===== src/rtl/mbw_tracker.sv =====
module mbw_tracker #(
  parameter int BLK_BYTES = 512,
  parameter int LEN_W     = 10,
  parameter int CNT_W     = 16,
  parameter int BUSY_CYC  = 4
) (
  input  logic             clk,
  input  logic             rst_n,
  input  logic             cmd_valid,
  input  logic [2:0]       cmd_kind,
  input  logic [CNT_W-1:0] cmd_arg,
  input  logic             blk_valid,
  input  logic [LEN_W-1:0] blk_len,
  input  logic             misalign_ok,
  input  logic             wp_hit,
  output logic [1:0]       state,
  output logic             illegal_cmd,
  output logic             addr_err,
  output logic             wp_viol,
  output logic             rsp_valid,
  output logic             rsp_addr_err,
  output logic             rsp_wp_viol,
  output logic             blk_commit
);
  localparam int OFF_W = $clog2(BLK_BYTES);
  localparam int BSY_W = $clog2(BUSY_CYC + 1);
  localparam int SUM_W = LEN_W + 1;

  localparam logic [2:0] K_SETCNT = 3'd1;
  localparam logic [2:0] K_WRMULT = 3'd2;
  localparam logic [2:0] K_STOP   = 3'd3;
  localparam logic [2:0] K_STATUS = 3'd4;

  localparam logic [1:0] S_TRAN = 2'd0;
  localparam logic [1:0] S_RCV  = 2'd1;
  localparam logic [1:0] S_PRG  = 2'd2;

  localparam logic [BSY_W-1:0] BUSY_LOAD = BSY_W'(BUSY_CYC - 1);

  logic             pend;
  logic [CNT_W-1:0] pend_cnt;
  logic             counted;
  logic [CNT_W-1:0] remain;
  logic [OFF_W-1:0] off;
  logic             halted;
  logic [BSY_W-1:0] busy;

  logic [SUM_W-1:0] sum;
  logic             misaligned;
  logic             blk_take;
  logic             last_blk;

  assign sum        = SUM_W'(off) + SUM_W'(blk_len);
  assign misaligned = !misalign_ok && (off != '0);
  assign blk_take   = !cmd_valid && blk_valid && (state == S_RCV) && !halted;
  assign last_blk   = counted && (remain == CNT_W'(1));

  always_ff @(posedge clk) begin
    if (!rst_n) begin
      state        <= S_TRAN;
      illegal_cmd  <= 1'b0;
      addr_err     <= 1'b0;
      wp_viol      <= 1'b0;
      rsp_valid    <= 1'b0;
      rsp_addr_err <= 1'b0;
      rsp_wp_viol  <= 1'b0;
      blk_commit   <= 1'b0;
      pend         <= 1'b0;
      pend_cnt     <= '0;
      counted      <= 1'b0;
      remain       <= '0;
      off          <= '0;
      halted       <= 1'b0;
      busy         <= '0;
    end else begin
      illegal_cmd <= 1'b0;
      rsp_valid   <= 1'b0;
      blk_commit  <= 1'b0;

      if (state == S_PRG) begin
        if (busy == '0) state <= S_TRAN;
        else            busy  <= busy - 1'b1;
      end

      if (cmd_valid) begin
        pend <= (cmd_kind == K_SETCNT) && (cmd_arg != '0);
        if (cmd_kind == K_SETCNT) pend_cnt <= cmd_arg;
        case (cmd_kind)
          K_WRMULT: if (state == S_TRAN) begin
            state   <= S_RCV;
            counted <= pend;
            remain  <= pend_cnt;
            off     <= '0;
            halted  <= 1'b0;
          end
          K_STOP: if (state == S_RCV) begin
            state        <= S_PRG;
            busy         <= BUSY_LOAD;
            rsp_valid    <= 1'b1;
            rsp_addr_err <= addr_err;
            rsp_wp_viol  <= wp_viol;
            addr_err     <= 1'b0;
            wp_viol      <= 1'b0;
          end else begin
            illegal_cmd <= 1'b1;
          end
          K_STATUS: begin
            rsp_valid    <= 1'b1;
            rsp_addr_err <= addr_err;
            rsp_wp_viol  <= wp_viol;
            addr_err     <= 1'b0;
            wp_viol      <= 1'b0;
          end
          default: ;
        endcase
      end else if (blk_take) begin
        if (misaligned) begin
          addr_err <= 1'b1;
          halted   <= 1'b1;
        end else if (wp_hit) begin
          wp_viol <= 1'b1;
          halted  <= 1'b1;
        end else begin
          blk_commit <= 1'b1;
          off        <= sum[OFF_W-1:0];
          if (counted) remain <= remain - 1'b1;
          if (last_blk) begin
            state <= S_PRG;
            busy  <= BUSY_LOAD;
          end
        end
      end
    end
  end
endmodule


===== config.mk =====
export PLATFORM = sky130hd
export DESIGN_NAME = mbw_tracker
export DESIGN_NICKNAME = d
export VERILOG_FILES = /design/src/rtl/mbw_tracker.sv
export SDC_FILE = /design/constraint.sdc
export NUM_CORES = 1
export LEC_CHECK = 0
export ABC_AREA = 1
export BUFFER_PORTS_ARGS = -buffer_cell sky130_fd_sc_hd__buf_2
export CORE_MARGIN = 2
export CORE_UTILIZATION = 52
export DETAILED_ROUTE_END_ITERATION = 16
export PLACE_DENSITY_LB_ADDON = 0.2
export SYNTH_ARGS = -nofsm -noshare
export SYNTH_HDL_FRONTEND = slang
export SYNTH_SLANG_ARGS = --single-unit

===== constraint.sdc =====
create_clock -name clk -period 1.67 [get_ports clk]
set_input_delay 0.334 -clock clk [delete_from_list [all_inputs] [get_ports clk]]
set_output_delay 0.334 -clock clk [all_outputs]
set_load 0.02 [all_outputs]

==> results of run 1 <==
[state kept, by name (all words and copies together) (netlist names)]
name	count
blk_commit	1
rsp_wp_viol	1
pend_cnt	16
rsp_valid	1
busy	3
wp_viol	1
addr_err	1
off	9
counted	1
remain	16
illegal_cmd	1
rsp_addr_err	1
halted	1
state	2
pend	1
[cells by family (layout without fill, tap and decap cells)]
family / count (synthesis) / after routing / synth area share, %
adder cells (fa/ha/maj): 13 / 13 / 5.14
buffers and inverters: 83 / 143 / 9.90
XOR/XNOR: 7 / 7 / 1.85
AO/OA/AOI/OAI: 83 / 83 / 13.0
multiplexers: 4 / 4 / 1.21
AND/OR/NAND/NOR: 269 / 270 / 35.0
flip-flops: 56 / 56 / 33.9
[cells in the mapped netlist]
library cell | count | share of area (%)
ha_1 | 12 | 4.5
clkinv_1 | 1 | 0.11
and2_1 | 1 | 0.19
inv_1 | 65 | 7.4
or2_0 | 1 | 0.19
nor3_2 | 1 | 0.30
clkbuf_1 | 7 | 0.79
nand2_1 | 150 | 17
nor3b_1 | 1 | 0.23
nand3b_1 | 2 | 0.45
nand4_1 | 5 | 0.94
dfxtp_1 | 56 | 34
xor2_1 | 5 | 1.3
nand3b_2 | 1 | 0.34
nor2_1 | 66 | 7.5
o211ai_1 | 1 | 0.23
o2111ai_1 | 1 | 0.26
nand2_4 | 2 | 0.68
o21ai_0 | 30 | 4.5
nor3_1 | 2 | 0.30
inv_2 | 4 | 0.45
buf_6 | 1 | 0.34
nand3_2 | 2 | 0.60
nand2_2 | 1 | 0.19
xnor2_1 | 2 | 0.53
a211oi_1 | 1 | 0.23
mux2i_1 | 4 | 1.2
nor2_8 | 1 | 0.60
fa_1 | 1 | 0.60
buf_4 | 1 | 0.23
a21oi_1 | 47 | 7.1
nand3_1 | 25 | 3.8
or2_2 | 1 | 0.19
nor4_1 | 3 | 0.57
o21bai_1 | 2 | 0.45
a21o_1 | 1 | 0.23
buf_2 | 4 | 0.60
nor2_2 | 3 | 0.57
nand4_2 | 1 | 0.38
[critical path, cell delays in order (launching register included)]
cell and delay, ns:
dfxtp_2 0.36, ha_4 0.13, inv_2 0.03, fa_2 0.36
inv_2 0.08, nand3_2 0.06, nand2_2 0.10, inv_2 0.04
o21bai_1 0.12, nand2_1 0.07, nand2_1 0.06, nand2_1 0.05
a21oi_1 0.12
[power groups by stage]
stage                     registers [uW]  clock network, uW  logic (uW)
after floorplan                     1410                  0         311
after global placement              1410                  0         440
after detailed placement            1420                  0         451
after CTS                           1380                930         457
after global routing                1390                981         538
final                               1390                916         467
[stage by stage]
step           instance area (um^2)  std cells
2_1_floorplan                  3310        515
3_3_place_gp                   3700        641
3_5_place_dp                   3700        641
4_1_cts                        3860        652
5_1_grt                        3900        653
6_report                       3900        653
[layout by cell type, fill, tap and decap left out, drive strengths merged, types with 2 or more instances in the layout]
cell,count
a21oi,47
buf,65
clkbuf,6
dfxtp,56
ha,12
inv,70
mux2i,4
nand2,153
nand3,27
nand3b,3
nand4,6
nor2,71
nor3,3
nor4,3
o21ai,30
o21bai,2
or2,2
xnor2,2
xor2,5
[final cells by class]
class / instances / share of cell area, %
clock inverters: 2 / 0.994
well taps: 77 / 2.47
repair buffers: 65 / 9.91
inverters: 70 / 6.73
flip-flops and latches: 56 / 28.8
multi-input cells: 377 / 49.2
clock buffers: 6 / 1.86
[worst min path at each step]
stage	slack (ns)	cells after the start	startpoint	end
5_1_grt	0.29	3	cmd_arg[7]	pend_cnt[7]
3_5_place_dp	0.44	2	pend_cnt[8]	pend_cnt[8]
2_1_floorplan	0.42	2	pend_cnt[2]	pend_cnt[2]
3_3_place_gp	0.44	2	pend_cnt[8]	pend_cnt[8]
6_report	0.26	3	cmd_arg[4]	pend_cnt[4]
4_1_cts	0.26	3	cmd_arg[4]	pend_cnt[4]
[layer usage]
layer  part of all wire (%)  GRT usage (%)  wire, um
met1                     44           26.4      3490
met2                     50           43.1      3940
met3                    5.0           3.56       394
met4                    1.1           7.33        88
met5                      0              0         0
[what timing repair did]
action                                  CTS  global route
resized for setup                         7            14
pin swaps                                 5            11
buffers inserted                          3             0
endpoints found under the setup margin    3            17
cloned                                    0             1
==> run metrics, run 1 <==
clock root buffer master clkbuf_8; total standard cell area after synthesis 3310 um^2; first-pass detailed-route iteration total 4; post-synth net total about 560; final cell utilization of the core a little over three fifths; number of global-route vias before repair 3,219; clock latency on the worst-skew pair approximately 0.32 ns; per-cell via count in the routed design just over 5; Reg area about 1100 um^2; final critical-path share of the clock period ~100%; worst setup slack before clock tree synthesis -0.164 ns; proportion of total power due to net switching approximately 28%; pwr/cell area 709 nW/um^2; Fin. Hold Viols 0; total design power 2770 uW; growth of design area from synthesis to finish 17.9%; starting utilization of the core area between 50 and 60%; Setup TNS 0 ns; number of core rows 29; Reg2Reg Launch Point off[0]; Post-DP HPWL roughly 5800 um; Via Count ~3,400; drt drc 0; routed wire length between 7000 and 8000 um; Worst Max-Slew Pin Slew ~0.5 ns; sum of overflow across all layers after global routing 0; data arrival at the endpoint of the critical path ~1.9 ns; power share of the clock group approximately a third; global-route wire length before repair 13,400 um; Logic pwr share 16.9%; I/O Pins 44; Multi-input gate area between 1500 and 2000 um^2; Detailed Route Iter0 Violations 144; number of max-cap violations 0; Total Die Area 7020 um^2; Worst setup startpoint off[0]; internal power approximately 2000 uW; crit end category flip-flop; cts hold-fix bufs 0; fraction of final layout cells with drive strength greater than 1 roughly 19%; crit path setup slack, layout about 0.028 ns; CP Data Required Time between 1.5 and 2 ns; Floorplan Core Area ~6200 um^2; number of buffers added by the clock tree synthesis step 5; number of warnings printed during yosys synthesis 0; global routing usage summed across all routing layers a little under a quarter; run status complete, no violations; post-DR wirelength/cell 12.1 um; synthesized area per cell approximately 6.4 um^2; horizontal extent of the die between 80 and 90 um; Final GP Congestion ~0.9; static leakage around 0.0019 uW; nets 623; count of distinct cell types in the synthesized netlist 39; worst ir drop on vdd ~390 uV; Worst Reg-to-Reg Cells 12; antenna violations before repair 0; worst slack on hold paths ~0.26 ns; capture instance of the worst register-to-register path off[6]; worst-case headroom to the max-slew limit 66.5%; setup repair after global routing missed its margin true; antenna cell count 0; die height roughly 84 um; pin count of the biggest net entering global routing 30; kind of path behind the tightest hold check input pin to flip-flop; final count of pins violating max slew 0; number of clock sinks 56; power dissipated by switching net loads around 770 uW; sequential fraction of the synthesis area 33.9%; Seq cells post-synth 56; Clock transition at path regs ~0.10 ns; number of failing setup endpoints in the final timing report 0; shortest period the worst path allows roughly 1.6 ns; clock tree from TritonCTS yes; proportion of power drawn by flip-flops and latches 50.1%; sort of element at the start of the critical path flip-flop; worst setup path category flip-flop to flip-flop; top fanout value on the critical path 2; quantity of I/O buffers inserted on ports 42; timing-limited maximum frequency between 0.6 and 0.7 GHz; residual antenna-violating net count after detailed routing 0; worst reg2reg setup slack 0.03 ns; deepest level of the CTS H-tree 2; Clock Skew around 0.015 ns; synthesized netlist cell count just over 500; worst setup path end off[6]; count of filler cells inserted in the layout 623; maximum number of buffers from clock root to sink 2
(Power assumes the default switching activity.)
==> run 2: changes to the inputs <==
SETUP_SLACK_MARGIN = 0.2   (was unset)
==> run metrics, run 2 (same netlist as run 1, synthesis figures left out) <==
global routing usage summed across all routing layers 23.9% (+0.96 points); worst setup path category flip-flop to flip-flop; chain of cells forming the critical path or2_4 > nor2_4 > nand2_4 > nand3_4 > nand2_8 > nor2_4 > buf_6 > a21oi_2; final critical-path share of the clock period 96.0% (-2.3 points); CP Data Required Time 1.89 ns (-0.03 ns); Total Die Area 7020 um^2 (unchanged); Slowest Stage Delay on Critical Path 0.36 ns (about the same); Fin. Hold Viols 0 (unchanged); Worst Max-Slew Pin Slew 0.319 ns (-0.182 ns); capture instance of the worst register-to-register path remain[10]; sum of overflow across all layers after global routing 0 (unchanged); static leakage 0.00195 uW (+3.6%); Post-DP HPWL 5880 um (+1.2%); Final GP Congestion 0.945 (+3.9%); antenna cell count 0 (unchanged); worst-case headroom to the max-slew limit 78.5% (+12 points); post-DR wirelength/cell 13.4 um (+11%); final cell count without fillers 657 (+0.61%); CP max stage cell dfxtp_2; most frequent cell on the critical path nor2_4; Worst Reg-to-Reg Cells 8 (-4); most common cell after layout, fill and taps aside nand2_1; final cell utilization of the core 67.7% (+5.2 points); global-route wire length before repair 14,000 um (+4.5%); maximum number of buffers from clock root to sink 2 (unchanged); Detailed Route Iter0 Violations 193 (+34%); Via Count 3,445 (+2.8%); top fanout value on the critical path 6 (+4); pin count of the biggest net entering global routing 27 (-10%); Reg2Reg Launch Point off[3]; residual antenna-violating net count after detailed routing 0 (unchanged); starting utilization of the core area 53.0% (unchanged); highest-count cells in the layout ignoring fill and taps nand2_1, inv_1, nor2_1; number of clock sinks 56 (unchanged); horizontal extent of the die 83.8 um (unchanged); timing-limited maximum frequency 0.624 GHz (+2.4%); clock tree from TritonCTS yes; largest registers ranked by flip-flop count pend_cnt: 16 flops, remain: 16 flops, off: 9 flops; fraction of final layout cells with drive strength greater than 1 27.6% (+9.0 points); kind of path behind the tightest hold check input pin to flip-flop; number of buffers added by the clock tree synthesis step 5 (unchanged); Clock Skew 0.00559 ns (-0.00939 ns); Clock transition at path regs 0.10 ns (about the same); Floorplan Core Area 6240 um^2 (unchanged); quantity of I/O buffers inserted on ports 42 (unchanged); nets 627 (+0.64%); total design power 2740 uW (-1.1%); first-pass detailed-route iteration total 5 (+1); pwr/cell area 648 nW/um^2 (-8.6%); growth of design area from synthesis to finish 27.6%; worst ir drop on vdd 522 uV (+35%); number of max-cap violations 0 (unchanged); data arrival at the endpoint of the critical path 1.82 ns (-0.07 ns); routed wire length 8810 um (+11%); clock root buffer master clkbuf_8; number of cells in the design after placement 636 (-0.78%); startpoint of the tightest hold check path cmd_arg[11]; shortest period the worst path allows 1.60 ns (-0.0381 ns); worst reg2reg setup slack 0.07 ns (+0.04 ns); number of failing setup endpoints in the final timing report 0 (unchanged); number of core rows 29 (unchanged); drt drc 0 (unchanged); crit end category flip-flop; antenna violations before repair 0 (unchanged); I/O Pins 44 (unchanged); per-cell via count in the routed design 5.24 (+2.2%); die height 83.8 um (unchanged); number of global-route vias before repair 3,239 (+0.62%); clock latency on the worst-skew pair 0.32 ns (about the same); hold depth 3 (unchanged); sort of element at the start of the critical path flip-flop; worst-case hold path end point pend_cnt[11]; run status complete, no violations; setup repair after global routing missed its margin true; deepest level of the CTS H-tree 2 (unchanged); final count of pins violating max slew 0 (unchanged)
-- run 2: where the power goes --
part	total [uW]	switching, uW	leakage (uW)	internal, uW
registers	1380	21.8	0.000456	1360
clock network	805	465	0.0000516	341
logic	551	335	0.00144	216
total	2740	821	0.00195	1920
-- run 2: area by class of cell --
| class | instances | area (um^2) |
|---|---|---|
| clock buffers | 6 | 82.6 |
| clock inverters | 2 | 13.8 |
| fillers | 528 | 2020 |
| inverters | 70 | 263 |
| multi-input cells | 377 | 2190 |
| flip-flops and latches | 56 | 1130 |
| well taps | 77 | 96.3 |
| repair buffers | 69 | 447 |
-- run 2: stage by stage --
step	setup WS, ns	instance area, um^2	hold slack, ns	TNS (ns)
floorplan	0.121	3340	0.425	0
global placement	-0.0267	3690	0.445	-0.0267
detailed placement	-0.0631	3690	0.451	-0.0631
CTS	0.0854	3930	0.268	0
global route	-0.0568	4230	0.272	-0.0568
finish	0.0662	4230	0.263	0
-- run 2: worst max-delay path by stage --
stage / start / endpoint / slack, ns / cells past startpoint
6_report: off[3] / remain[10] / 0.07 / 8
5_1_grt: off[0] / off[6] / -0.06 / 12
4_1_cts: off[0] / off[6] / 0.09 / 12
3_5_place_dp: blk_len[0] / off[6] / -0.06 / 13
3_3_place_gp: blk_len[0] / off[6] / -0.03 / 13
2_1_floorplan: off[0] / off[6] / 0.12 / 12
-- run 2: critical path, delay by kind of cell (launching register included) --
family          cells  cell delay [ns]
simple gates        6             0.94
flops               1             0.36
buf+inv             1             0.15
compound gates      1             0.04
-- run 2: repair_timing --
action,in CTS,in global routing
resized for setup,24,62
setup endpoints to repair,29,36
hold buffers,0,0
pin swaps,11,21
gates cloned,1,0
buffers inserted,4,8
-- run 2: routing by layer --
layer	wire length, um	up-vias	GRT usage (%)	share of wire [%]
li1	-	1761	-	-
met1	3730	1551	29.7	42
met2	4390	110	43.3	50
met3	451	23	2.57	5.1
met4	244	0	7.33	2.8
met5	0	-	0	0
==> run 3: changes to the inputs <==
ABC_AREA = unset   (was 1)
CORE_UTILIZATION = 51   (was 52)
==> run metrics, run 3 <==
run status complete, but fails checks; failing checks negative setup slack; static leakage 0.00175 uW (-10%); global routing usage summed across all routing layers 26.7% (+2.8 points); largest family of logic cells by synthesized area simple AND/OR/NAND/NOR gates; top fanout value on the critical path 5 (-1); Clock transition at path regs 0.11 ns (about the same); number of buffers added by the clock tree synthesis step 5 (unchanged); power share of the clock group 30.0% (+0.6 points); Worst Max-Slew Pin Slew 0.404 ns (+0.0850 ns); Fin. Hold Viols 0 (unchanged); starting utilization of the core area 52.1% (-0.92 points); shortest period the worst path allows 1.84 ns (+0.241 ns); quantity of I/O buffers inserted on ports 42 (unchanged); Setup TNS -2.51 ns (-2.51 ns); setup repair after global routing missed its margin true; die height 81.1 um (-3.2%); prevailing post-synth register cell dfxtp_1; deepest level of the CTS H-tree 2 (unchanged); maximum number of buffers from clock root to sink 2 (unchanged); per-cell via count in the routed design 5.96 (+14%); timing-limited maximum frequency 0.542 GHz (-13%); internal power 1880 uW (-2.0%); share of synthesized cell area in full adder, half adder and majority cells 5.61% (+0.47 points); drt drc 0 (unchanged); worst-case headroom to the max-slew limit 73.0% (-5.5 points); Total Die Area 6580 um^2 (-6.3%); highest-count cells in the layout ignoring fill and taps nand2_1, buf_4, dfxtp_1; global-route wire length before repair 13,800 um (-1.8%); most common library cells after synthesis nand2_1, dfxtp_1, a21oi_1, nor2_1, o21ai_0; clock tree from TritonCTS yes; CP Data Required Time 1.88 ns (about the same); post-synthesis share of cell area spent on and, or, nand and nor gates 26.4% (-8.6 points); Floorplan Core Area 5820 um^2 (-6.8%); antenna violations before repair 0 (unchanged); hold depth 3 (unchanged); clock latency on the worst-skew pair 0.32 ns (about the same); share of synthesized flip-flops with an asynchronous set or reset 0% (unchanged); antenna cell count 0 (unchanged); data arrival at the endpoint of the critical path 2.06 ns (+0.24 ns); area share of the largest cell type after synthesis 37.0% (+3.1 points); worst ir drop on vdd 545 uV (+4.4%); number of core rows 28 (-3.4%); Logic pwr share 18.7% (-1.4 points); number of max-cap violations 0 (unchanged); residual antenna-violating net count after detailed routing 0 (unchanged); most common cell after layout, fill and taps aside nand2_1; Clock Skew 0.00827 ns (+0.00269 ns); number of warnings printed during yosys synthesis 0 (unchanged); horizontal extent of the die 81.1 um (-3.2%); post-DR wirelength/cell 16.8 um (+25%); sort of element at the start of the critical path flip-flop; Post-DP HPWL 5900 um (+0.32%); proportion of power drawn by flip-flops and latches 51.4% (+0.9 points); Synth Area in XOR/XNOR 0.578% (-1.3 points); worst setup path category flip-flop to flip-flop; final count of pins violating max slew 0 (unchanged); worst setup slack before clock tree synthesis -0.314 ns (-0.251 ns); largest registers ranked by flip-flop count pend_cnt: 16 flops, remain: 16 flops, off: 9 flops; synthesized netlist cell count 390 (-24%); Post-synth EDFFs 0 (unchanged); routed wire length 9420 um (+6.9%); final critical-path share of the clock period 110% (+14 points); synthesized area per cell 7.77 um^2 (+21%); pwr/cell area 612 nW/um^2 (-5.5%); count of distinct cell types in the synthesized netlist 56 (+44%); growth of design area from synthesis to finish 43.2%; number of failing setup endpoints in the final timing report 28 (+28); Via Count 3,348 (-2.8%); total standard cell area after synthesis 3030 um^2 (-8.4%); complex-gate fraction of the synthesized area 23.4% (+10 points); crit end category flip-flop; proportion of total power due to net switching 29.3% (-0.67 points); fraction of final layout cells with drive strength greater than 1 40.9% (+13 points); I/O Pins 44 (unchanged); most frequently used cell type in the post-synthesis netlist nand2_1; Synth area leaders dfxtp_1, nand2_1, a21oi_1; nets 534 (-15%); portion of netlist area occupied by mux cells 2.02% (+0.81 points); Seq cells post-synth 56 (unchanged); power dissipated by switching net loads 779 uW (-5.1%); clock root buffer master clkbuf_8; total design power 2660 uW (-2.9%); Worst Reg-to-Reg Cells 7 (-1); biggest area consumer among synthesized cells dfxtp_1; pin count of the biggest net entering global routing 38 (+41%); Final GP Congestion 0.876 (-7.3%); Detailed Route Iter0 Violations 357 (+85%); number of global-route vias before repair 2,889 (-11%); number of clock sinks 56 (unchanged); sequential fraction of the synthesis area 37.0% (+3.1 points); kind of path behind the tightest hold check input pin to flip-flop; first-pass detailed-route iteration total 5 (unchanged); crit path setup slack, layout -0.175 ns (-0.241 ns); post-synth net total 438 (-22%); sum of overflow across all layers after global routing 0 (unchanged)
[run 3: final timing paths]
path	from	slack, ns	end
worst max-delay path	off[5]	-0.17	remain[13]
worst max register to register	off[5]	-0.17	remain[13]
worst min-delay path	cmd_arg[12]	0.25	pend_cnt[12]
worst min register to register	halted	0.46	halted
[run 3: worst max-delay path, cell delays in order, from the launching register on]
cell and delay [ns]:
dfxtp_4 0.38, nor4_4 0.33, a32oi_2 0.20, buf_6 0.17, o21ai_4 0.24, buf_6 0.16
a21oi_2 0.05, a31o_2 0.21
[run 3: final cells by class]
type / instances / area [um^2]
multi-input combinational: 298 / 2160
inverter: 15 / 56.3
fill: 443 / 1470
clock inverter: 3 / 26.3
clock buffer: 5 / 68.8
tap: 75 / 93.8
sequential: 56 / 1150
timing repair buffer: 110 / 790
[run 3: logic make-up (layout without fill, tap and decap cells)]
family | count (synthesis) | after routing
AOI/OAI and AO/OA | 112 | 113
xor gates and xnor gates | 2 | 2
adders and majority gates | 13 | 13
buffers and inverters | 37 | 133
DFF | 56 | 56
muxes | 6 | 6
and+or+nand+nor | 164 | 164
[run 3: routing by layer]
| layer | up-vias | global-route usage (%) | share of wire [%] |
|---|---|---|---|
| li1 | 1599 | - | - |
| met1 | 1583 | 37.2 | 42 |
| met2 | 144 | 44.1 | 50 |
| met3 | 22 | 3.67 | 5.7 |
| met4 | 0 | 5.76 | 1.5 |
| met5 | - | 0 | 0 |
[run 3: what timing repair did]
action | 4_1_cts | 5_1_grt
cloned | 1 | 0
gates resized for setup | 25 | 71
endpoints found under the setup margin | 31 | 52
hold buffers | 0 | 0
buffers inserted | 5 | 6
pin swaps | 11 | 48
[run 3: metrics by stage]
| step | hold slack, ns | utilization (%) | instance area [um^2] | std cells |
|---|---|---|---|---|
| global route | 0.244 | 74.7 | 4340 | 562 |
| finish | 0.251 | 74.7 | 4340 | 562 |
| floorplan | 0.422 | - | 3120 | 390 |
| detailed placement | 0.442 | 64.5 | 3750 | 542 |
| CTS | 0.245 | 68.9 | 4010 | 556 |
| global placement | 0.434 | 64.5 | 3750 | 542 |
[run 3: power by group through the flow]
stage | Clock (uW) | Combinational (uW) | Sequential [uW]
detailed placement | 0 | 389 | 1400
global route | 860 | 537 | 1370
floorplan | 0 | 223 | 1400
global placement | 0 | 380 | 1400
finish | 796 | 497 | 1370
CTS | 804 | 417 | 1370
